[src/rtl/stepwave_pkg.sv]
package stepwave_pkg;
  typedef enum logic [1:0] {
    LVL_MID = 2'd0,
    LVL_POS = 2'd1,
    LVL_NEG = 2'd2
  } level_e;
endpackage

[src/rtl/stepwave_cnt.sv]
module stepwave_cnt #(
  parameter int PERIOD_TICKS = 160,
  localparam int CW = $clog2(PERIOD_TICKS)
) (
  input  logic          clk_i,
  input  logic          rst_ni,
  input  logic          tick_i,
  input  logic          enable_i,
  input  logic          kill_i,
  output logic [CW-1:0] cnt_o,
  output logic          wrap_o
);
  localparam logic [CW-1:0] LAST = CW'(PERIOD_TICKS - 1);

  logic [CW-1:0] cnt_q;
  logic          wrap_q;

  always_ff @(posedge clk_i or negedge rst_ni) begin
    if (!rst_ni) begin
      cnt_q  <= '0;
      wrap_q <= 1'b0;
    end else begin
      wrap_q <= 1'b0;
      if (kill_i) begin
        cnt_q <= '0;
      end else if (tick_i && enable_i) begin
        if (cnt_q == LAST) begin
          cnt_q  <= '0;
          wrap_q <= 1'b1;
        end else begin
          cnt_q <= cnt_q + 1'b1;
        end
      end
    end
  end

  assign cnt_o  = cnt_q;
  assign wrap_o = wrap_q;
endmodule

[src/rtl/stepwave_dec.sv]
module stepwave_dec
  import stepwave_pkg::*;
#(
  parameter int PERIOD_TICKS = 160,
  parameter int DB_TICKS     = 27,
  parameter int DB_LEAD      = 14,
  localparam int CW = $clog2(PERIOD_TICKS)
) (
  input  logic [CW-1:0] cnt_i,
  output level_e        level_o
);
  localparam int HALF     = PERIOD_TICKS / 2;
  localparam int ACT_TICKS = HALF - DB_TICKS;
  localparam logic [CW-1:0] HALF_C    = CW'(HALF);
  localparam logic [CW-1:0] ACT_BEG_C = CW'(DB_LEAD);
  localparam logic [CW-1:0] ACT_END_C = CW'(DB_LEAD + ACT_TICKS);

  logic          neg_half;
  logic [CW-1:0] pos_in_half;
  logic          active;

  always_comb begin
    neg_half    = (cnt_i >= HALF_C);
    pos_in_half = neg_half ? (cnt_i - HALF_C) : cnt_i;
    active      = (pos_in_half >= ACT_BEG_C) && (pos_in_half < ACT_END_C);
    if (!active)      level_o = LVL_MID;
    else if (neg_half) level_o = LVL_NEG;
    else               level_o = LVL_POS;
  end
endmodule

[src/rtl/stepwave_drv.sv]
module stepwave_drv
  import stepwave_pkg::*;
(
  input  level_e level_i,
  input  logic   kill_i,
  output logic   phase_a_o,
  output logic   phase_b_o
);
  // kill bypasses the counter path so the park is immediate
  always_comb begin
    if (kill_i) begin
      phase_a_o = 1'b0;
      phase_b_o = 1'b1;
    end else begin
      unique case (level_i)
        LVL_POS: begin phase_a_o = 1'b1; phase_b_o = 1'b1; end
        LVL_NEG: begin phase_a_o = 1'b0; phase_b_o = 1'b0; end
        default: begin phase_a_o = 1'b0; phase_b_o = 1'b1; end
      endcase
    end
  end
endmodule

[src/rtl/stepwave_gen.sv]
module stepwave_gen
  import stepwave_pkg::*;
#(
  parameter int PERIOD_TICKS = 160,
  parameter int DB_TICKS     = 27,
  parameter int DB_LEAD      = 14
) (
  input  logic clk_i,
  input  logic rst_ni,
  input  logic tick_i,
  input  logic enable_i,
  input  logic kill_i,
  output logic phase_a_o,
  output logic phase_b_o,
  output logic cyc_start_o
);
  localparam int CW = $clog2(PERIOD_TICKS);

  logic [CW-1:0] cnt;
  level_e        level;

  stepwave_cnt #(.PERIOD_TICKS(PERIOD_TICKS)) u_cnt (
    .clk_i    (clk_i),
    .rst_ni   (rst_ni),
    .tick_i   (tick_i),
    .enable_i (enable_i),
    .kill_i   (kill_i),
    .cnt_o    (cnt),
    .wrap_o   (cyc_start_o)
  );

  stepwave_dec #(
    .PERIOD_TICKS(PERIOD_TICKS),
    .DB_TICKS    (DB_TICKS),
    .DB_LEAD     (DB_LEAD)
  ) u_dec (
    .cnt_i   (cnt),
    .level_o (level)
  );

  stepwave_drv u_drv (
    .level_i   (level),
    .kill_i    (kill_i),
    .phase_a_o (phase_a_o),
    .phase_b_o (phase_b_o)
  );
endmodule

[config.mk]
export PLATFORM = sky130hd
export DESIGN_NAME = stepwave_gen
export DESIGN_NICKNAME = d
export VERILOG_FILES = /design/src/rtl/stepwave_pkg.sv /design/src/rtl/stepwave_cnt.sv /design/src/rtl/stepwave_dec.sv /design/src/rtl/stepwave_drv.sv /design/src/rtl/stepwave_gen.sv
export SDC_FILE = /design/constraint.sdc
export NUM_CORES = 1
export LEC_CHECK = 0
export BUFFER_PORTS_ARGS = -buffer_cell sky130_fd_sc_hd__buf_2
export CAP_MARGIN = 20
export CELL_PAD_IN_SITES_DETAIL_PLACEMENT = 0
export CELL_PAD_IN_SITES_GLOBAL_PLACEMENT = 1
export CORE_MARGIN = 3
export CORE_UTILIZATION = 40
export CTS_CLUSTER_SIZE = 20
export DETAILED_ROUTE_END_ITERATION = 8
export PLACE_DENSITY = 0.83
export SLEW_MARGIN = 10
export SYNTH_ARGS = -nofsm -noshare
export SYNTH_HDL_FRONTEND = slang
export SYNTH_SLANG_ARGS = --single-unit
[constraint.sdc]
create_clock -name clk_i -period 6.4 [get_ports clk_i]
set_input_delay 1.28 -clock clk_i [delete_from_list [all_inputs] [get_ports clk_i]]
set_output_delay 1.28 -clock clk_i [all_outputs]
set_load 0.05 [all_outputs]
After elaboration in Yosys (flattened, before gate mapping). Index checks and enable logic that the tools add are counted.

Register bits: 9. Input bits: 5. Word-level logic and storage cells: 26.

Reductions and logical operators: 3. Eq/ne operators: 3. Order comparisons: 3. Add/sub/neg operators: 2. Mux-type cells: 13.

Operator list (count): 2-to-1 mux 8 bit (4); adder 8 x 1 -> 8 bit, second input constant (1); == test 8 bit, second input constant (1); >= comparator 8 x 4 -> 1 bit, second input constant (1); >= comparator 8 x 7 -> 1 bit, second input constant (1); < comparator 8 x 7 -> 1 bit, second input constant (1); subtractor 8 x 7 -> 8 bit, second input constant (1); 2-to-1 mux 1 bit (7); 2-to-1 mux 2 bit (2); == test 2 x 1 -> 1 bit, second input constant (1); == test 2 bit, second input constant (1); logical AND 1 bit (2); nonzero test 2 bit (1).

Depth between registers and ports, before layout. Gate-level depths: netlist (run 1).

Depth in word-level cells: 8. Depth in mapped cells: 7. Gate-level depth less buffers: 7.

Cells and area by module. Synthesis (run 1) repeated with hierarchy kept, for this count alone.

Cells, all modules: 71. Area total of the unflattened synthesis: 641.9 sq um.

Modules (own cells, without submodules): stepwave_cnt (sequential area each 225.2 sq um, area an instance 462.9 sq um, instances 1, cells an instance 45); stepwave_dec (sequential area each 0.0 sq um, area an instance 162.7 sq um, instances 1, cells an instance 24); stepwave_drv (sequential area each 0.0 sq um, area an instance 16.3 sq um, instances 1, cells an instance 2).

Least setup slack after synthesis (run 1). No wires, ideal clock.

Path kind: input port to output port. Start point: in kill_i. End point: out phase_a_o. Path slack: 2660 ps. Arrival time: 2460 ps. Cell stages on the path: 6. Data required time: 5120 ps. Path buffers: 1. Cell sequence: clkbuf_1 > nor2_1 > nand2_1 > a21oi_1 > a2bb2oi_2 > nor2_1.

Cells in the longest elaborated chain, start to end: 1.

Ends and longest elaborated chain: from (decl) (RTL line stepwave_gen.sv:12) `input logic kill_i,`; 2-to-1 mux 1 bit (RTL line stepwave_drv.sv:11) `if (kill_i) begin`; to (decl) (RTL line stepwave_gen.sv:13) `output logic phase_a_o,`.

Every way passes these cells.

Worst setup path in the final report (run 1).
Start point: reg u_cnt.cnt_q[5], in the netlist u_cnt.cnt_o[5]. End point: out phase_b_o.

Cells in the longest elaborated chain, start to end: 8. Elaborated cells between the ends (all ways): 11. Classes of those cells: add/sub: 1; order compare: 3; eq/ne: 1; mux: 5; reduce/logical: 1.

Ends and longest elaborated chain: from (decl) (RTL line stepwave_cnt.sv:15) `logic [CW-1:0] cnt_q;`; from (signal assigned) (RTL line stepwave_cnt.sv:31) `cnt_q <= cnt_q + 1'b1;`; subtractor 8 x 7 -> 8 bit / >= comparator 8 x 7 -> 1 bit (equally long branches) (RTL line stepwave_dec.sv:24, stepwave_dec.sv:23); 2-to-1 mux 8 bit (RTL line stepwave_dec.sv:24) `pos_in_half = neg_half ? (cnt_i - HALF_C) : cnt_i;`; >= comparator 8 x 4 -> 1 bit / < comparator 8 x 7 -> 1 bit (equally long branches) (RTL line stepwave_dec.sv:25) `active = (pos_in_half >= ACT_BEG_C) && (pos_in_half < ACT_END_C);`; logical AND 1 bit (RTL line stepwave_dec.sv:25); 2-to-1 mux 2 bit (*) (RTL line stepwave_dec.sv:26) `if (!active) level_o = LVL_MID;`; == test 2 bit (*) (RTL line stepwave_drv.sv:15) `unique case (level_i)`; 2-to-1 mux 1 bit (*) (RTL line stepwave_drv.sv:15); 2-to-1 mux 1 bit (*) (RTL line stepwave_drv.sv:11); to (decl) (RTL line stepwave_gen.sv:14) `output logic phase_b_o,`.

Every way passes the cells marked *; elsewhere a longest branch is shown, timed or not.

==> results of run 1 <==
-- report_power, final --
| part | total, mW | leakage (nW) | internal, mW | switching (mW) |
|---|---|---|---|---|
| clock | 0.0428 | 0.0150 | 0.0240 | 0.0188 |
| sequential | 0.0592 | 0.125 | 0.0578 | 0.00144 |
| combinational | 0.00757 | 0.202 | 0.00303 | 0.00454 |
| total | 0.110 | 0.341 | 0.0848 | 0.0248 |
-- flip-flops by register name, indices dropped and copies added, names as in the netlist --
register      cells
u_cnt.wrap_o      1
u_cnt.cnt_o       8
-- per-stage QoR --
step                      power, mW  setup WS (ns)  cells   util  instance area, sq um
after global placement       0.0677           2.91    100  0.457                   721
after CTS                     0.111           2.76    104  0.474                   747
final                         0.110           2.77    104  0.474                   747
after global routing          0.116           2.59    104  0.474                   747
after detailed placement     0.0679           2.89    100  0.457                   721
after floorplan              0.0647           2.66     81      -                   699
-- final cells by class --
type                            count  share of cell area
Multi-Input combinational cell     64               0.570
Sequential cell                     9               0.302
Timing Repair Buffer                7              0.0469
Clock buffer                        4              0.0352
Tap cell                           16              0.0268
Inverter                            4              0.0201
-- synth_stat cells, drive strengths merged --
| cell type | number | area (sq um) |
|---|---|---|
| dfrtp | 9 | 225 |
| clkbuf | 2 | 7.51 |
| or2 | 1 | 6.26 |
| nor4b | 1 | 15.0 |
| o21bai | 1 | 7.51 |
| inv | 4 | 15.0 |
| ha | 5 | 62.6 |
| buf | 2 | 26.3 |
| or4 | 1 | 11.3 |
| nand3b | 2 | 15.0 |
| mux2i | 1 | 10.0 |
| o2111a | 1 | 11.3 |
| xor2 | 3 | 26.3 |
| nand4 | 2 | 12.5 |
| nor2b | 2 | 20.0 |
| o211a | 1 | 10.0 |
| nand2 | 6 | 22.5 |
| a2bb2oi | 1 | 15.0 |
| a31oi | 1 | 6.26 |
| nand3 | 4 | 20.0 |
| and3 | 1 | 6.26 |
| nand2b | 1 | 6.26 |
| o211ai | 1 | 7.51 |
| and2 | 2 | 12.5 |
| nor3 | 1 | 5.00 |
| a211oi | 2 | 15.0 |
| nor2 | 14 | 52.6 |
| a21oi | 5 | 25.0 |
| xnor2 | 1 | 8.76 |
| o21ai | 3 | 15.0 |
-- metal layers --
layer | routed length [um] | track usage | share of wire | vias up
met4 | 8 | 0.0323 | 0.0065 | 0
met1 | 576 | 0.180 | 0.47 | 271
met2 | 570 | 0.208 | 0.46 | 12
met3 | 70 | 0.0564 | 0.057 | 2
met5 | 0 | 0 | 0 | -
li1 | - | - | - | 295
-- worst max-delay path: stages (launching register included) --
cell and delay [ns]:
dfrtp_1 0.48, inv_1 0.12, ha_1 0.27, nor2b_4 0.06, or4_4 0.42, a31oi_1 0.23, a2bb2oi_2 0.16, or2_1 0.10
buf_2 0.25
-- kinds of logic after synthesis --
| logic type | Yosys count | synth area share |
|---|---|---|
| XOR/XNOR | 4 | 0.0501 |
| AND/OR/NAND/NOR | 38 | 0.293 |
| AO/OA/AOI/OAI | 16 | 0.161 |
| buffers and inverters | 8 | 0.0698 |
| adder cells (fa/ha/maj) | 5 | 0.0894 |
| flip-flops | 9 | 0.322 |
| multiplexers | 1 | 0.0143 |
-- worst max-delay path by stage --
stage	start	endpoint	slack, ns	cells after the start
after floorplan	kill_i	phase_a_o	2.66	6
after global placement	kill_i	phase_b_o	2.91	7
after detailed placement	kill_i	phase_b_o	2.89	7
after CTS	u_cnt.cnt_o[5]$_DFFE_PN0P_	phase_b_o	2.76	8
after global routing	u_cnt.cnt_o[5]$_DFFE_PN0P_	phase_b_o	2.59	8
final	u_cnt.cnt_o[5]$_DFFE_PN0P_	phase_b_o	2.77	8
==> impl_metrics.csv, run 1 <==
group,metric,value,unit
status,status,"finished clean",
cts,postCtsSetupRepairBufs,0,
global_route,grt_pass1_vias,498,
global_route,antenna_found_initial,0,
synthesis,syn_inst,81,
die,fp.dieW,47.8,um
cts,clock_latency,0.26,ns
setup_path,r2r-end,"u_cnt.cnt_o[3]$_DFFE_PN0P_",
drt,drt_iter0_markers,13,
pwr,irDropWorstVdd,0.000126,V
job,max_cap_viol_count,0,
setup_path,endpoint_kind,"primary output",
sta,tightest_slew,0.319,ns
sta,finalSetupViolations,0,
synthesis,ys_types,32,
synthesis,syn-num-nets,91,
worst_hold_path,min_path_cells,2,
synthesis,ys_ff_latch,9,
layout,ff_latch_area,225,sq um
worst_hold_path,hold_end,"u_cnt.cnt_o[0]$_DFFE_PN0P_",
synthesis,syn_area,699,sq um
drt,routed_wl,1230,um
cts,numCtsBuffers,3,
drt,drc,0,
synthesis,yosysWarnings,0,
sta,skew,0.00583,ns
sta,rsz0062_at_grt,"false",
placement,gp_congestion,0.711,
global_route,grt_max_degree,12,
sta,hold_violations,0,
setup_path,reg2regPathDepth,4,
setup_path,r2r-start,"u_cnt.cnt_o[0]$_DFFE_PN0P_",
cts,cts_max_level,1,
setup_path,worst_ep_arrival_time,2.35,ns
die,ios,8,
worst_hold_path,min-delay-start,"u_cnt.cnt_o[0]$_DFFE_PN0P_",
die,dieArea,0.00229,sq mm
setup_path,crit_path_max_fanout,7,
setup_path,cp-start-kind,"register",
cts,cts_hold_buf,0,
cts,clockBufferDepth,2,
die,die_h,47.8,um
layout,fill_cells,167,
layout,final_cell_mix,"nor2_1, dfrtp_1, buf_2",
cts,clock-sinks,9,
die,rows,14,
setup_path,reg2reg_slack,5.00,ns
die,core_area,0.00158,sq mm
synthesis,syn_avg_cell_area,8.63,sq um
pwr,p_leak,0.341,nW
layout,multi_input_area,425,sq um
sta,timing.final.max_slew_violations,0,
layout,layout_commonest_cell,"nor2_1",
setup_path,crit_required,5.12,ns
sta,holdWs,0.631,ns
sta,period_needed,3.63,ns
drt,vias,580,
pwr,power_density,147,mW/mm^2
drt,viasPerCell,5.58,
layout,fin_nets,99,
layout,syn2layout_area_growth,6.80,%
drt,wl_per_cell,11.8,um
global_route,grt_pass1_wl,2190,um
placement,hpwl,940,um
layout,antenna_cells,0,
sta,tns,0,ns
layout,final_layout_size_suffix_gt1_frac,0.159,
drt,drtAntennaViolNets,0,
drt,first_pass_iters,4,
setup_path,path_class,"reg -> out",
placement,io_buffers,7,
cts,clk_pin_slew,0.06,ns
global_route,track_usage,0.137,
cts,ctsResizeCount,0,
worst_hold_path,hold_path.class,"reg -> reg",
global_route,overflow,0,
cts,cts_tree,"built",
synthesis,ys_seq_area_frac,0.322,
cts,cts-root-buf,"clkbuf_4",
sta,maxSlewHeadroom,0.787,
sta,fmax,275,MHz
sta,fin_crit_sh,0.568,
die,start_util,0.444,
No activity file was read; power rests on OpenSTA's default activity.
==> inputs of run 2 (changes only) <==
Settings changed: ABC_AREA from default to 1, PLACE_DENSITY 0.83 to 0.85.
Clock period 6.4 ns to 3.4 ns, I/O delays scaled along.
==> run 2 against run 1 <==
  * First-iteration DRC count increased by 7.7%
  * Final area increased by 6.9%
  * Sequential power increased by 86%
  * Final cell count increased by 24%
  * Clock power increased by 98%
  * Global-route usage decreased by 1.2 points
==> impl_metrics.csv, run 2 <==
group,metric,value,unit
setup_path,endpoint_kind,"primary output",
setup_path,r2r-start,"u_cnt.cnt_o[0]$_DFFE_PN0P_",
die,start_util,0.450,
global_route,overflow,0,
synthesis,synth_async_sr_flop_share,1.00,
setup_path,r2r-end,"u_cnt.cnt_o[5]$_DFFE_PN0P_",
pwr,pwr-share-clk,0.399,
sta,tightest_slew,0.379,ns
pwr,p_switching,0.0536,mW
global_route,grt-busiest-layer,"met2",
sta,maxSlewHeadroom,0.747,
global_route,antenna_found_initial,0,
cts,cts_hold_buf,0,
cts,cts_max_level,1,
pwr,pwr-share-seq,0.518,
die,dieArea,0.00236,sq mm
cts,clock_latency,0.26,ns
drt,wl_per_cell,10.8,um
layout,syn2layout_area_growth,10.0,%
cts,clk_pin_slew,0.06,ns
sta,tns,0,ns
die,fp.dieW,48.6,um
layout,final_cell_mix,"nand2_1, inv_1, dfrtp_1",
pwr,swShare,0.252,
layout,final_layout_size_suffix_gt1_frac,0.267,
synthesis,ys_ff_latch,9,
sta,timing.final.max_slew_violations,0,
drt,vias,612,
cts,cts-root-buf,"clkbuf_4",
pwr,power_density,266,mW/mm^2
synthesis,synth.area.top_cells,"dfrtp_1, nand2_1, ha_1",
sta,finalSetupViolations,0,
drt,drc,0,
synthesis,synth-xor-area-share,0.0362,
drt,drtAntennaViolNets,0,
sta,hold_violations,0,
pwr,internal_power,0.159,mW
placement,dpl.cell_count,125,
synthesis,syn_avg_cell_area,7.56,sq um
global_route,gr-usage-met3,0.0307,
synthesis,syn_area,726,sq um
layout,fin_cells,129,
cts,clock-sinks,9,
layout,antenna_cells,0,
synthesis,yosysMostFrequentCell,"nand2_1",
setup_path,crit_path_max_fanout,9,
global_route,grt_pass1_wl,2310,um
layout,fin_nets,116,
die,rows,14,
synthesis,syn-num-nets,106,
synthesis,synth_enable_flop_cells,0,
job,max_cap_viol_count,0,
setup_path,crit_required,2.72,ns
placement,gp_congestion,0.831,
synthesis,synth_common_cells,"nand2_1, inv_1, dfrtp_1, nand3_1, nor2_1",
placement,io_buffers,7,
synthesis,yosys.area_share.simple,0.360,
cts,postCtsSetupRepairBufs,0,
placement,placed_area,772,sq um
global_route,grt_max_degree,10,
die,ios,8,
drt,routed_wl,1390,um
synthesis,synth_area_leader_cell,"dfrtp_1",
drt,viasPerCell,4.74,
global_route,grt_pass1_vias,512,
drt,first_pass_iters,4,
synthesis,syn_inst,96,
setup_path,worst_ep_arrival_time,1.98,ns
sta,fin_crit_sh,0.782,
synthesis,ys_types,27,
setup_path,path_class,"reg -> out",
layout,layout_commonest_cell,"nand2_1",
layout,final_area,798,sq um
synthesis,ys_seq_area_frac,0.310,
global_route,met2_usage,0.186,
cts,numCtsBuffers,3,
placement,hpwl,1130,um
pwr,p_comb_frac,0.083,
synthesis,ys.flop_type,"dfrtp_1",
setup_path,reg2regPathDepth,6,
pwr,p_leak,0.374,nW
pwr,irDropWorstVdd,0.000206,V
synthesis,muxShareOfSynthArea,0,
sta,skew,0.00285,ns
sta,period_needed,2.66,ns
setup_path,reg2reg_slack,1.81,ns
die,die_h,48.6,um
synthesis,yosysWarnings,0,
status,status,"finished clean",
drt,drt_iter0_markers,14,
synthesis,synth-compound-area-share,0.0966,
worst_hold_path,hold_path.class,"in -> async",
die,core_area,0.00161,sq mm
cts,cts_tree,"built",
global_route,grt.met1_usage,0.167,
cts,clockBufferDepth,2,
synthesis,yosys.area.top_type_share,0.310,
synthesis,synthAdderAreaFrac,0.0862,
layout,largest_reg_flops,8,
sta,rsz0062_at_grt,"false",
cts,ctsResizeCount,0,
synthesis,synth_top_family_by_area,"simple AND/OR/NAND/NOR gates",
setup_path,cp-start-kind,"register",
sta,fmax,376,MHz
global_route,track_usage,0.124,
[run 2: layout make-up]
type,count,area [sq um]
Clock buffer,4,26.3
Fill cell,173,813
Inverter,15,61.3
Multi-Input combinational cell,70,420
Sequential cell,9,225
Tap cell,24,30.0
Timing Repair Buffer,7,35.0
[run 2: metrics by stage]
step | utilization | setup WS (ns) | hold WS (ns) | total power [mW]
6_report | 0.495 | 0.741 | 0.257 | 0.213
5_1_grt | 0.495 | 0.593 | 0.266 | 0.221
4_1_cts | 0.495 | 0.724 | 0.266 | 0.212
3_5_place_dp | 0.479 | 1.01 | 0.543 | 0.130
3_3_place_gp | 0.479 | 1.08 | 0.540 | 0.130
2_1_floorplan | - | 1.03 | 0.384 | 0.122
[run 2: kinds of logic after synthesis]
kind of cell	Yosys count
AND/OR/NAND/NOR	51
buffers and inverters	17
AO/OA/AOI/OAI	11
flip-flops	9
adder cells (fa/ha/maj)	5
XOR/XNOR	3
[run 2: per-layer routing]
metal,vias up,wire (um)
met4,0,22
met2,8,591
met1,270,720
met3,4,56
met5,-,0
li1,330,-
[run 2: worst max-delay path, stage by stage, from the launching register on]
cell	delay, ns
dfrtp_1	0.50
inv_1	0.08
ha_1	0.24
nor2_2	0.12
nor2_2	0.06
nand2_2	0.09
nand2_1	0.05
nand2_1	0.07
inv_1	0.04
nand3_1	0.08
nand2_1	0.07
nor2_2	0.07
buf_2	0.26
[run 2: how the worst max path moves through the flow]
stage | end | from | slack (ns)
after floorplan | phase_a_o | u_cnt.cnt_o[4]$_DFFE_PN0P_ | 1.03
final | phase_a_o | u_cnt.cnt_o[4]$_DFFE_PN0P_ | 0.74
after CTS | phase_a_o | u_cnt.cnt_o[4]$_DFFE_PN0P_ | 0.72
after global placement | phase_a_o | u_cnt.cnt_o[4]$_DFFE_PN0P_ | 1.08
after global routing | phase_a_o | u_cnt.cnt_o[4]$_DFFE_PN0P_ | 0.59
after detailed placement | phase_a_o | u_cnt.cnt_o[4]$_DFFE_PN0P_ | 1.01
[run 2: power groups by stage]
stage / Combinational (mW) / Sequential, mW / Clock, mW
2_1_floorplan: 0.0103 / 0.112 / 0
3_3_place_gp: 0.0177 / 0.112 / 0
3_5_place_dp: 0.0177 / 0.112 / 0
4_1_cts: 0.0177 / 0.110 / 0.0839
5_1_grt: 0.0199 / 0.110 / 0.0905
6_report: 0.0177 / 0.110 / 0.0847
